==> config.mk <==
export PLATFORM = sky130hd
export DESIGN_NAME = cmo_ctrl
export DESIGN_NICKNAME = d
export VERILOG_FILES = /design/src/rtl/cmo_pkg.sv /design/src/rtl/cmo_line_array.sv /design/src/rtl/cmo_ack_collect.sv /design/src/rtl/cmo_sequencer.sv /design/src/rtl/cmo_ctrl.sv
export SDC_FILE = /design/constraint.sdc
export NUM_CORES = 1
export LEC_CHECK = 0
export CAP_MARGIN = 5
export CORE_UTILIZATION = 54
export DETAILED_ROUTE_END_ITERATION = 10
export PLACE_DENSITY = 0.8
export SYNTH_ARGS = -nofsm -noshare
export SYNTH_HDL_FRONTEND = slang
export SYNTH_SLANG_ARGS = --single-unit
==> constraint.sdc <==
create_clock -name clk -period 4.7 [get_ports clk]
set_input_delay 0.47 -clock clk [delete_from_list [all_inputs] [get_ports clk]]
set_output_delay 0.47 -clock clk [all_outputs]
set_load 0.02 [all_outputs]
==> src/rtl/cmo_pkg.sv <==
package cmo_pkg;

    typedef enum logic [1:0] {
        OP_CLEAN_INV = 2'd0,
        OP_CLEAN     = 2'd1,
        OP_INVAL     = 2'd2,
        OP_NOP       = 2'd3
    } cmo_op_e;

    typedef enum logic [2:0] {
        ST_IDLE,
        ST_WB,
        ST_INV,
        ST_SYNC,
        ST_DONE
    } cmo_state_e;

    typedef struct packed {
        logic do_wb;
        logic do_inv;
        logic do_sync;
    } cmo_plan_t;

    function automatic cmo_plan_t make_plan(cmo_op_e op, logic hit, logic dirty);
        cmo_plan_t p;
        p.do_wb   = (op == OP_CLEAN_INV || op == OP_CLEAN) && hit && dirty;
        p.do_inv  = (op == OP_CLEAN_INV || op == OP_INVAL);
        p.do_sync = (op != OP_NOP);
        return p;
    endfunction

endpackage

==> src/rtl/cmo_line_array.sv <==
module cmo_line_array #(
    parameter int IDX_W  = 2,
    parameter int TAG_W  = 10,
    parameter int DATA_W = 32
) (
    input  logic              clk,
    input  logic              rst,
    input  logic [IDX_W-1:0]  rd_idx,
    output logic              rd_valid,
    output logic              rd_dirty,
    output logic [TAG_W-1:0]  rd_tag,
    output logic [DATA_W-1:0] rd_data,
    input  logic              wr_en,
    input  logic [IDX_W-1:0]  wr_idx,
    input  logic              wr_valid,
    input  logic              wr_dirty,
    input  logic [TAG_W-1:0]  wr_tag,
    input  logic [DATA_W-1:0] wr_data
);
    localparam int LINES = 1 << IDX_W;

    logic [LINES-1:0]  valid_vec;
    logic [LINES-1:0]  dirty_vec;
    logic [TAG_W-1:0]  tag_arr  [LINES];
    logic [DATA_W-1:0] data_arr [LINES];

    for (genvar i = 0; i < LINES; i++) begin : g_line
        logic              v_r;
        logic              d_r;
        logic [TAG_W-1:0]  t_r;
        logic [DATA_W-1:0] x_r;
        wire               sel = wr_en && (wr_idx == IDX_W'(i));

        always_ff @(posedge clk) begin
            if (rst) begin
                v_r <= 1'b0;
                d_r <= 1'b0;
            end else if (sel) begin
                v_r <= wr_valid;
                d_r <= wr_dirty;
            end
        end

        always_ff @(posedge clk) begin
            if (sel) begin
                t_r <= wr_tag;
                x_r <= wr_data;
            end
        end

        assign valid_vec[i] = v_r;
        assign dirty_vec[i] = d_r;
        assign tag_arr[i]   = t_r;
        assign data_arr[i]  = x_r;
    end

    assign rd_valid = valid_vec[rd_idx];
    assign rd_dirty = dirty_vec[rd_idx];
    assign rd_tag   = tag_arr[rd_idx];
    assign rd_data  = data_arr[rd_idx];

endmodule

==> src/rtl/cmo_ack_collect.sv <==
module cmo_ack_collect #(
    parameter int NUM_PEERS = 3
) (
    input  logic                 clk,
    input  logic                 rst,
    input  logic                 enable,
    input  logic [NUM_PEERS-1:0] ack,
    output logic                 all_seen
);
    logic [NUM_PEERS-1:0] seen_q;
    logic [NUM_PEERS-1:0] seen_next;

    assign seen_next = seen_q | (enable ? ack : '0);
    assign all_seen  = enable && (&seen_next);

    always_ff @(posedge clk) begin
        if (rst || !enable) seen_q <= '0;
        else                seen_q <= seen_next;
    end

endmodule

==> src/rtl/cmo_sequencer.sv <==
module cmo_sequencer
    import cmo_pkg::*;
(
    input  logic       clk,
    input  logic       rst,
    input  logic       start,
    input  cmo_plan_t  plan_in,
    input  logic       wr_ack,
    input  logic       acks_done,
    input  logic       sync_ack,
    output cmo_state_e state
);
    cmo_plan_t  plan_q;
    cmo_state_e state_next;

    always_comb begin
        state_next = state;
        unique case (state)
            ST_IDLE: if (start) begin
                if (plan_in.do_wb)        state_next = ST_WB;
                else if (plan_in.do_inv)  state_next = ST_INV;
                else if (plan_in.do_sync) state_next = ST_SYNC;
                else                      state_next = ST_DONE;
            end
            ST_WB:   if (wr_ack)    state_next = plan_q.do_inv ? ST_INV : ST_SYNC;
            ST_INV:  if (acks_done) state_next = ST_SYNC;
            ST_SYNC: if (sync_ack)  state_next = ST_DONE;
            ST_DONE:                state_next = ST_IDLE;
            default:                state_next = ST_IDLE;
        endcase
    end

    always_ff @(posedge clk) begin
        if (rst) begin
            state  <= ST_IDLE;
            plan_q <= '0;
        end else begin
            state <= state_next;
            if (state == ST_IDLE && start) plan_q <= plan_in;
        end
    end

endmodule

==> src/rtl/cmo_ctrl.sv <==
module cmo_ctrl
    import cmo_pkg::*;
#(
    parameter int ADDR_W    = 16,
    parameter int OFF_W     = 4,
    parameter int IDX_W     = 2,
    parameter int DATA_W    = 32,
    parameter int NUM_PEERS = 3
) (
    input  logic                 clk,
    input  logic                 rst,
    input  logic                 req_valid,
    output logic                 req_ready,
    input  logic [1:0]           req_op,
    input  logic [ADDR_W-1:0]    req_addr,
    input  logic                 upd_valid,
    input  logic [ADDR_W-1:0]    upd_addr,
    input  logic [DATA_W-1:0]    upd_data,
    input  logic                 upd_dirty,
    output logic                 mem_wr_valid,
    output logic [ADDR_W-1:0]    mem_wr_addr,
    output logic [DATA_W-1:0]    mem_wr_data,
    input  logic                 mem_wr_ack,
    output logic                 inv_valid,
    output logic [ADDR_W-1:0]    inv_addr,
    input  logic [NUM_PEERS-1:0] inv_ack,
    output logic                 sync_valid,
    input  logic                 sync_ack,
    output logic                 done,
    output logic                 done_hit,
    output logic                 busy
);
    localparam int TAG_W = ADDR_W - OFF_W - IDX_W;
    localparam logic [ADDR_W-1:0] LINE_MASK = ~((ADDR_W)'((1 << OFF_W) - 1));

    cmo_state_e state;

    logic [ADDR_W-1:0] req_line, upd_line;
    assign req_line = req_addr & LINE_MASK;
    assign upd_line = upd_addr & LINE_MASK;

    logic              rd_valid, rd_dirty;
    logic [TAG_W-1:0]  rd_tag;
    logic [DATA_W-1:0] rd_data;
    logic              hit_now;
    logic              req_fire;
    cmo_plan_t         plan_now;

    assign req_ready = (state == ST_IDLE);
    assign req_fire  = req_valid && req_ready;
    assign hit_now   = rd_valid && (rd_tag == req_line[ADDR_W-1 -: TAG_W]);
    assign plan_now  = make_plan(cmo_op_e'(req_op), hit_now, rd_dirty);

    cmo_op_e           op_q;
    logic [ADDR_W-1:0] line_q;
    logic [DATA_W-1:0] data_q;
    logic              hit_q;

    always_ff @(posedge clk) begin
        if (rst) begin
            op_q   <= OP_NOP;
            line_q <= '0;
            data_q <= '0;
            hit_q  <= 1'b0;
        end else if (req_fire) begin
            op_q   <= cmo_op_e'(req_op);
            line_q <= req_line;
            data_q <= rd_data;
            hit_q  <= hit_now;
        end
    end

    // local state update: completion of a hitting request, or an idle install
    logic              wr_en, wr_valid, wr_dirty;
    logic [IDX_W-1:0]  wr_idx;
    logic [TAG_W-1:0]  wr_tag;
    logic [DATA_W-1:0] wr_data;
    logic              cmd_upd, store_upd;

    assign cmd_upd   = (state == ST_DONE) && hit_q && (op_q != OP_NOP);
    assign store_upd = (state == ST_IDLE) && upd_valid;

    always_comb begin
        wr_en    = cmd_upd || store_upd;
        wr_idx   = line_q[OFF_W +: IDX_W];
        wr_tag   = line_q[ADDR_W-1 -: TAG_W];
        wr_data  = data_q;
        wr_valid = (op_q == OP_CLEAN);
        wr_dirty = 1'b0;
        if (store_upd) begin
            wr_idx   = upd_line[OFF_W +: IDX_W];
            wr_tag   = upd_line[ADDR_W-1 -: TAG_W];
            wr_data  = upd_data;
            wr_valid = 1'b1;
            wr_dirty = upd_dirty;
        end
    end

    cmo_line_array #(
        .IDX_W  (IDX_W),
        .TAG_W  (TAG_W),
        .DATA_W (DATA_W)
    ) u_array (
        .clk      (clk),
        .rst      (rst),
        .rd_idx   (req_line[OFF_W +: IDX_W]),
        .rd_valid (rd_valid),
        .rd_dirty (rd_dirty),
        .rd_tag   (rd_tag),
        .rd_data  (rd_data),
        .wr_en    (wr_en),
        .wr_idx   (wr_idx),
        .wr_valid (wr_valid),
        .wr_dirty (wr_dirty),
        .wr_tag   (wr_tag),
        .wr_data  (wr_data)
    );

    logic acks_done;

    cmo_ack_collect #(
        .NUM_PEERS (NUM_PEERS)
    ) u_acks (
        .clk      (clk),
        .rst      (rst),
        .enable   (state == ST_INV),
        .ack      (inv_ack),
        .all_seen (acks_done)
    );

    cmo_sequencer u_seq (
        .clk       (clk),
        .rst       (rst),
        .start     (req_fire),
        .plan_in   (plan_now),
        .wr_ack    (mem_wr_ack),
        .acks_done (acks_done),
        .sync_ack  (sync_ack),
        .state     (state)
    );

    assign mem_wr_valid = (state == ST_WB);
    assign mem_wr_addr  = line_q;
    assign mem_wr_data  = data_q;
    assign inv_valid    = (state == ST_INV);
    assign inv_addr     = line_q;
    assign sync_valid   = (state == ST_SYNC);
    assign done         = (state == ST_DONE);
    assign done_hit     = done && hit_q;
    assign busy         = (state != ST_IDLE);

endmodule

==> out/qor.txt <==
Mapped Avg Cell Area = 14.6 sq um
Overall Global Routing Usage = 22.9%
CP arrival = 2.98 ns
Leakage = 0.00403 uW
synth warn = 0
distinct cell type count after synthesis = 43
startpoint types = register
outcome = completed
FF/Latch Area = 6290 sq um
crit path max fanout = 31
Root Driver = clkbuf_16
std cell rows = 47
number of vias per cell = 5.77
CTS Sinks = 230
post-cts sizing count = 0
final critical-path share of the clock period = 59.4%
post-CTS setup buffers = 0
fillers = 1119
met2 Use GR = 39.3%
Die Ht = 134 microns
final setup violation count = 0
max_slew headroom = 20.4%
GP Congestion = 0.821
maxcap violations = 0
Area after DPL = 10800 sq um
Worst-Skew Late Latency = 0.50 ns
Multi-input gate area = 2840 sq um
share of layout cells above drive strength 1 = 18.5%
pwr dens = 429 nW/um^2
die area = 17900 sq um
CTS tree = yes
DR pass1 iterations = 6
Power Internal = 3810 uW
final instance area = 11600 sq um
fin crit period = 2.79 ns
Yosys reg bits = 230
drt initial violations = 483
Hold Buf Count CTS = 0
CTS clock-pin slew for the worst setup and hold paths = 0.06 ns
Critical Path RT = 4.89 ns
die width = 134 microns
clock network fraction of total power = 39.4%
Worst Tran Pin Value = 1.19 ns
Most Crowded Layer GR = met2
final wirelength = 20.1 mm
Synth Instances = 642
setup TNS = 0 ns
first-pass GRT wire length = 31.7 mm
switch share = 23.3%
Net Sw Power = 1160 uW
post-route ant nets = 0
maximum clock rate = 358 MHz
TritonCTS buffer count = 23
routed vias = 5738
Worst Skew = 0.0133 ns
Initial Util = 56.1%
total congestion overflow = 0
path category of the worst min-delay check = register to register
GR Util met1 = 30.5%
met3 usage = 3.51%
part of the power in registers = 47.9%
nets@finish = 833
per-cell routed wire length = 20.3 microns
CP Cell Sequence = nor3_2 > and2_2 > a22oi_1 > nor2_4 > buf_4
DP Wirelength = 12.2 mm
register area share after synthesis = 66.9%
vias in the first global route = 5953
htree depth = 1
area of the core = 16800 sq um
power share of the combinational group = 12.7%
Synth Cell Area = 9400 sq um
n_diodes = 0
type of the worst setup path = register to register
I/O pin count = 147
max-slew violations = 0
Area Overhead vs Synth = 23.3%
maximum vdd drop = 0.316 mV
unrepaired setup endpoints after global routing = false
slowest stage delay, CP = 0.83 ns
slowest CP cell = nor2_4
Final Hold Vio Count = 0
initial antenna violation count = 0
Remaining DRCs = 0
Longest Clk Path Bufs = 3
Port Buffers = 130
pin count of the biggest net entering global routing = 57
kind of end point of the critical path = register
==> placed cells by master (no fill, tap or decap), types with 2 or more instances in the layout <==
cell type and instances:
a21oi_1 49, o21ai_0 8, xnor2_1 7, bufinv_16 5
buf_2 3, nand2_1 101, xor2_1 5, mux4_2 35
nand3b_1 4, conb_1 8, clkbuf_16 23, clkinv_2 7
edfxtp_1 168, or2_2 2, nor4_1 3, dfxtp_1 62
nor2_4 2, inv_1 7, buf_4 7, clkbuf_8 2
and3_1 3, mux2i_1 24, mux2_2 44, nor2_1 24
nor3_1 2, a31oi_1 2, clkdlybuf4s50_1 127, a22oi_1 2
nand3_1 7, nor3b_1 3, o32ai_1 3
==> routing by layer <==
metal,wire [microns],up-vias
met2,10000,253
li1,-,2604
met1,8450,2851
met5,0,-
met3,1350,30
met4,357,0
==> power groups by stage <==
stage          clock network, uW  logic (uW)  registers, uW
2_1_floorplan                  0         356           2440
3_3_place_gp                   0         605           2410
3_5_place_dp                   0         626           2420
4_1_cts                     1980         633           2380
5_1_grt                     2060         676           2390
6_report                    1960         629           2380
==> stage by stage <==
| step | cells | setup slack (ns) | utilization (%) | hold slack (ns) | total power, uW |
|---|---|---|---|---|---|
| floorplan | 649 | 1.08 | - | 0.425 | 2800 |
| global placement | 952 | 1.85 | 64.2 | 0.436 | 3020 |
| detailed placement | 952 | 1.81 | 64.2 | 0.464 | 3050 |
| CTS | 994 | 1.91 | 69.1 | 0.478 | 5000 |
| global route | 994 | 1.71 | 69.1 | 0.498 | 5130 |
| finish | 994 | 1.91 | 69.1 | 0.476 | 4970 |
==> worst max-delay path: cells and delay by family (launching register included) <==
family	cells	cell delay, ns
and+or+nand+nor	3	1.48
DFF	1	0.47
buffers and inverters	1	0.40
AOI/OAI and AO/OA	1	0.12
==> state kept, by name (all words and copies together) (netlist names) <==
register,count
u_array.g_line.t_r,40
u_acks.seen_q,3
u_array.g_line.x_r,128
op_q,2
hit_q,1
u_seq.plan_q,1
u_seq.state,3
mem_wr_data,32
u_array.g_line.v_r,4
u_array.g_line.d_r,4
inv_addr,12
==> cells by family (layout without fill, tap and decap cells) <==
group / Yosys count / count (layout) / synth area share, %
AOI/OAI and AO/OA: 74 / 74 / 4.65
xor gates and xnor gates: 12 / 12 / 1.12
buffers and inverters: 62 / 187 / 3.52
DFF: 230 / 230 / 66.9
muxes: 104 / 104 / 16.5
other: 1 / 8 / 0.0399
and+or+nand+nor: 159 / 159 / 7.32
==> cell usage after synthesis, drive strengths merged <==
| cell type | n | area share, % |
|---|---|---|
| buf | 33 | 2.4 |
| nand3 | 7 | 0.37 |
| mux2i | 25 | 2.8 |
| a21o | 1 | 0.080 |
| and3 | 3 | 0.20 |
| a221oi | 1 | 0.093 |
| mux2 | 44 | 5.3 |
| inv | 8 | 0.32 |
| or3 | 1 | 0.067 |
| a21boi | 1 | 0.080 |
| dfxtp | 62 | 13 |
| o22ai | 1 | 0.067 |
| and2 | 2 | 0.13 |
| mux4 | 35 | 8.4 |
| o2111ai | 1 | 0.093 |
| conb | 1 | 0.040 |
| a22oi | 2 | 0.16 |
| a32o | 2 | 0.21 |
| and4bb | 1 | 0.13 |
| a31oi | 2 | 0.13 |
| xor2 | 5 | 0.47 |
| xnor2 | 7 | 0.65 |
| nor3 | 3 | 0.21 |
| nor3b | 3 | 0.24 |
| o21ai | 8 | 0.43 |
| a21oi | 49 | 2.6 |
| a2111oi | 1 | 0.16 |
| clkbuf | 21 | 0.84 |
| edfxtp | 168 | 54 |
| nor2 | 26 | 1.0 |
| nand4 | 1 | 0.067 |
| o211ai | 1 | 0.080 |
| nor4 | 4 | 0.33 |
| nand2 | 102 | 4.1 |
| nand3b | 4 | 0.32 |
| o32ai | 4 | 0.45 |
| or2 | 2 | 0.13 |
==> path summary, 6_finish.rpt <==
kind / depth (start not counted) / endpoint / slack, ns / from
worst max-delay path: 5 / u_array.g_line[3].x_r[0]$_DFFE_PP_ / 1.91 / u_seq.state[1]$_SDFFE_PP0P_
worst min-delay path: 2 / u_acks.seen_q[2]$_SDFF_PP0_ / 0.48 / u_acks.seen_q[2]$_SDFF_PP0_
worst max register to register: 5 / u_array.g_line[3].x_r[0]$_DFFE_PP_ / 1.91 / u_seq.state[1]$_SDFFE_PP0P_
worst min register to register: 2 / u_acks.seen_q[2]$_SDFF_PP0_ / 0.48 / u_acks.seen_q[2]$_SDFF_PP0_
==> layout make-up <==
type / count / area share (%)
sequential: 230 / 54.2
inverter: 8 / 0.259
timing repair buffer: 137 / 11.6
clock inverter: 16 / 1.85
clock buffer: 26 / 5.24
tap: 220 / 2.38
multi-input combinational: 357 / 24.5
Note: power is estimated with default switching activity, not from simulation.
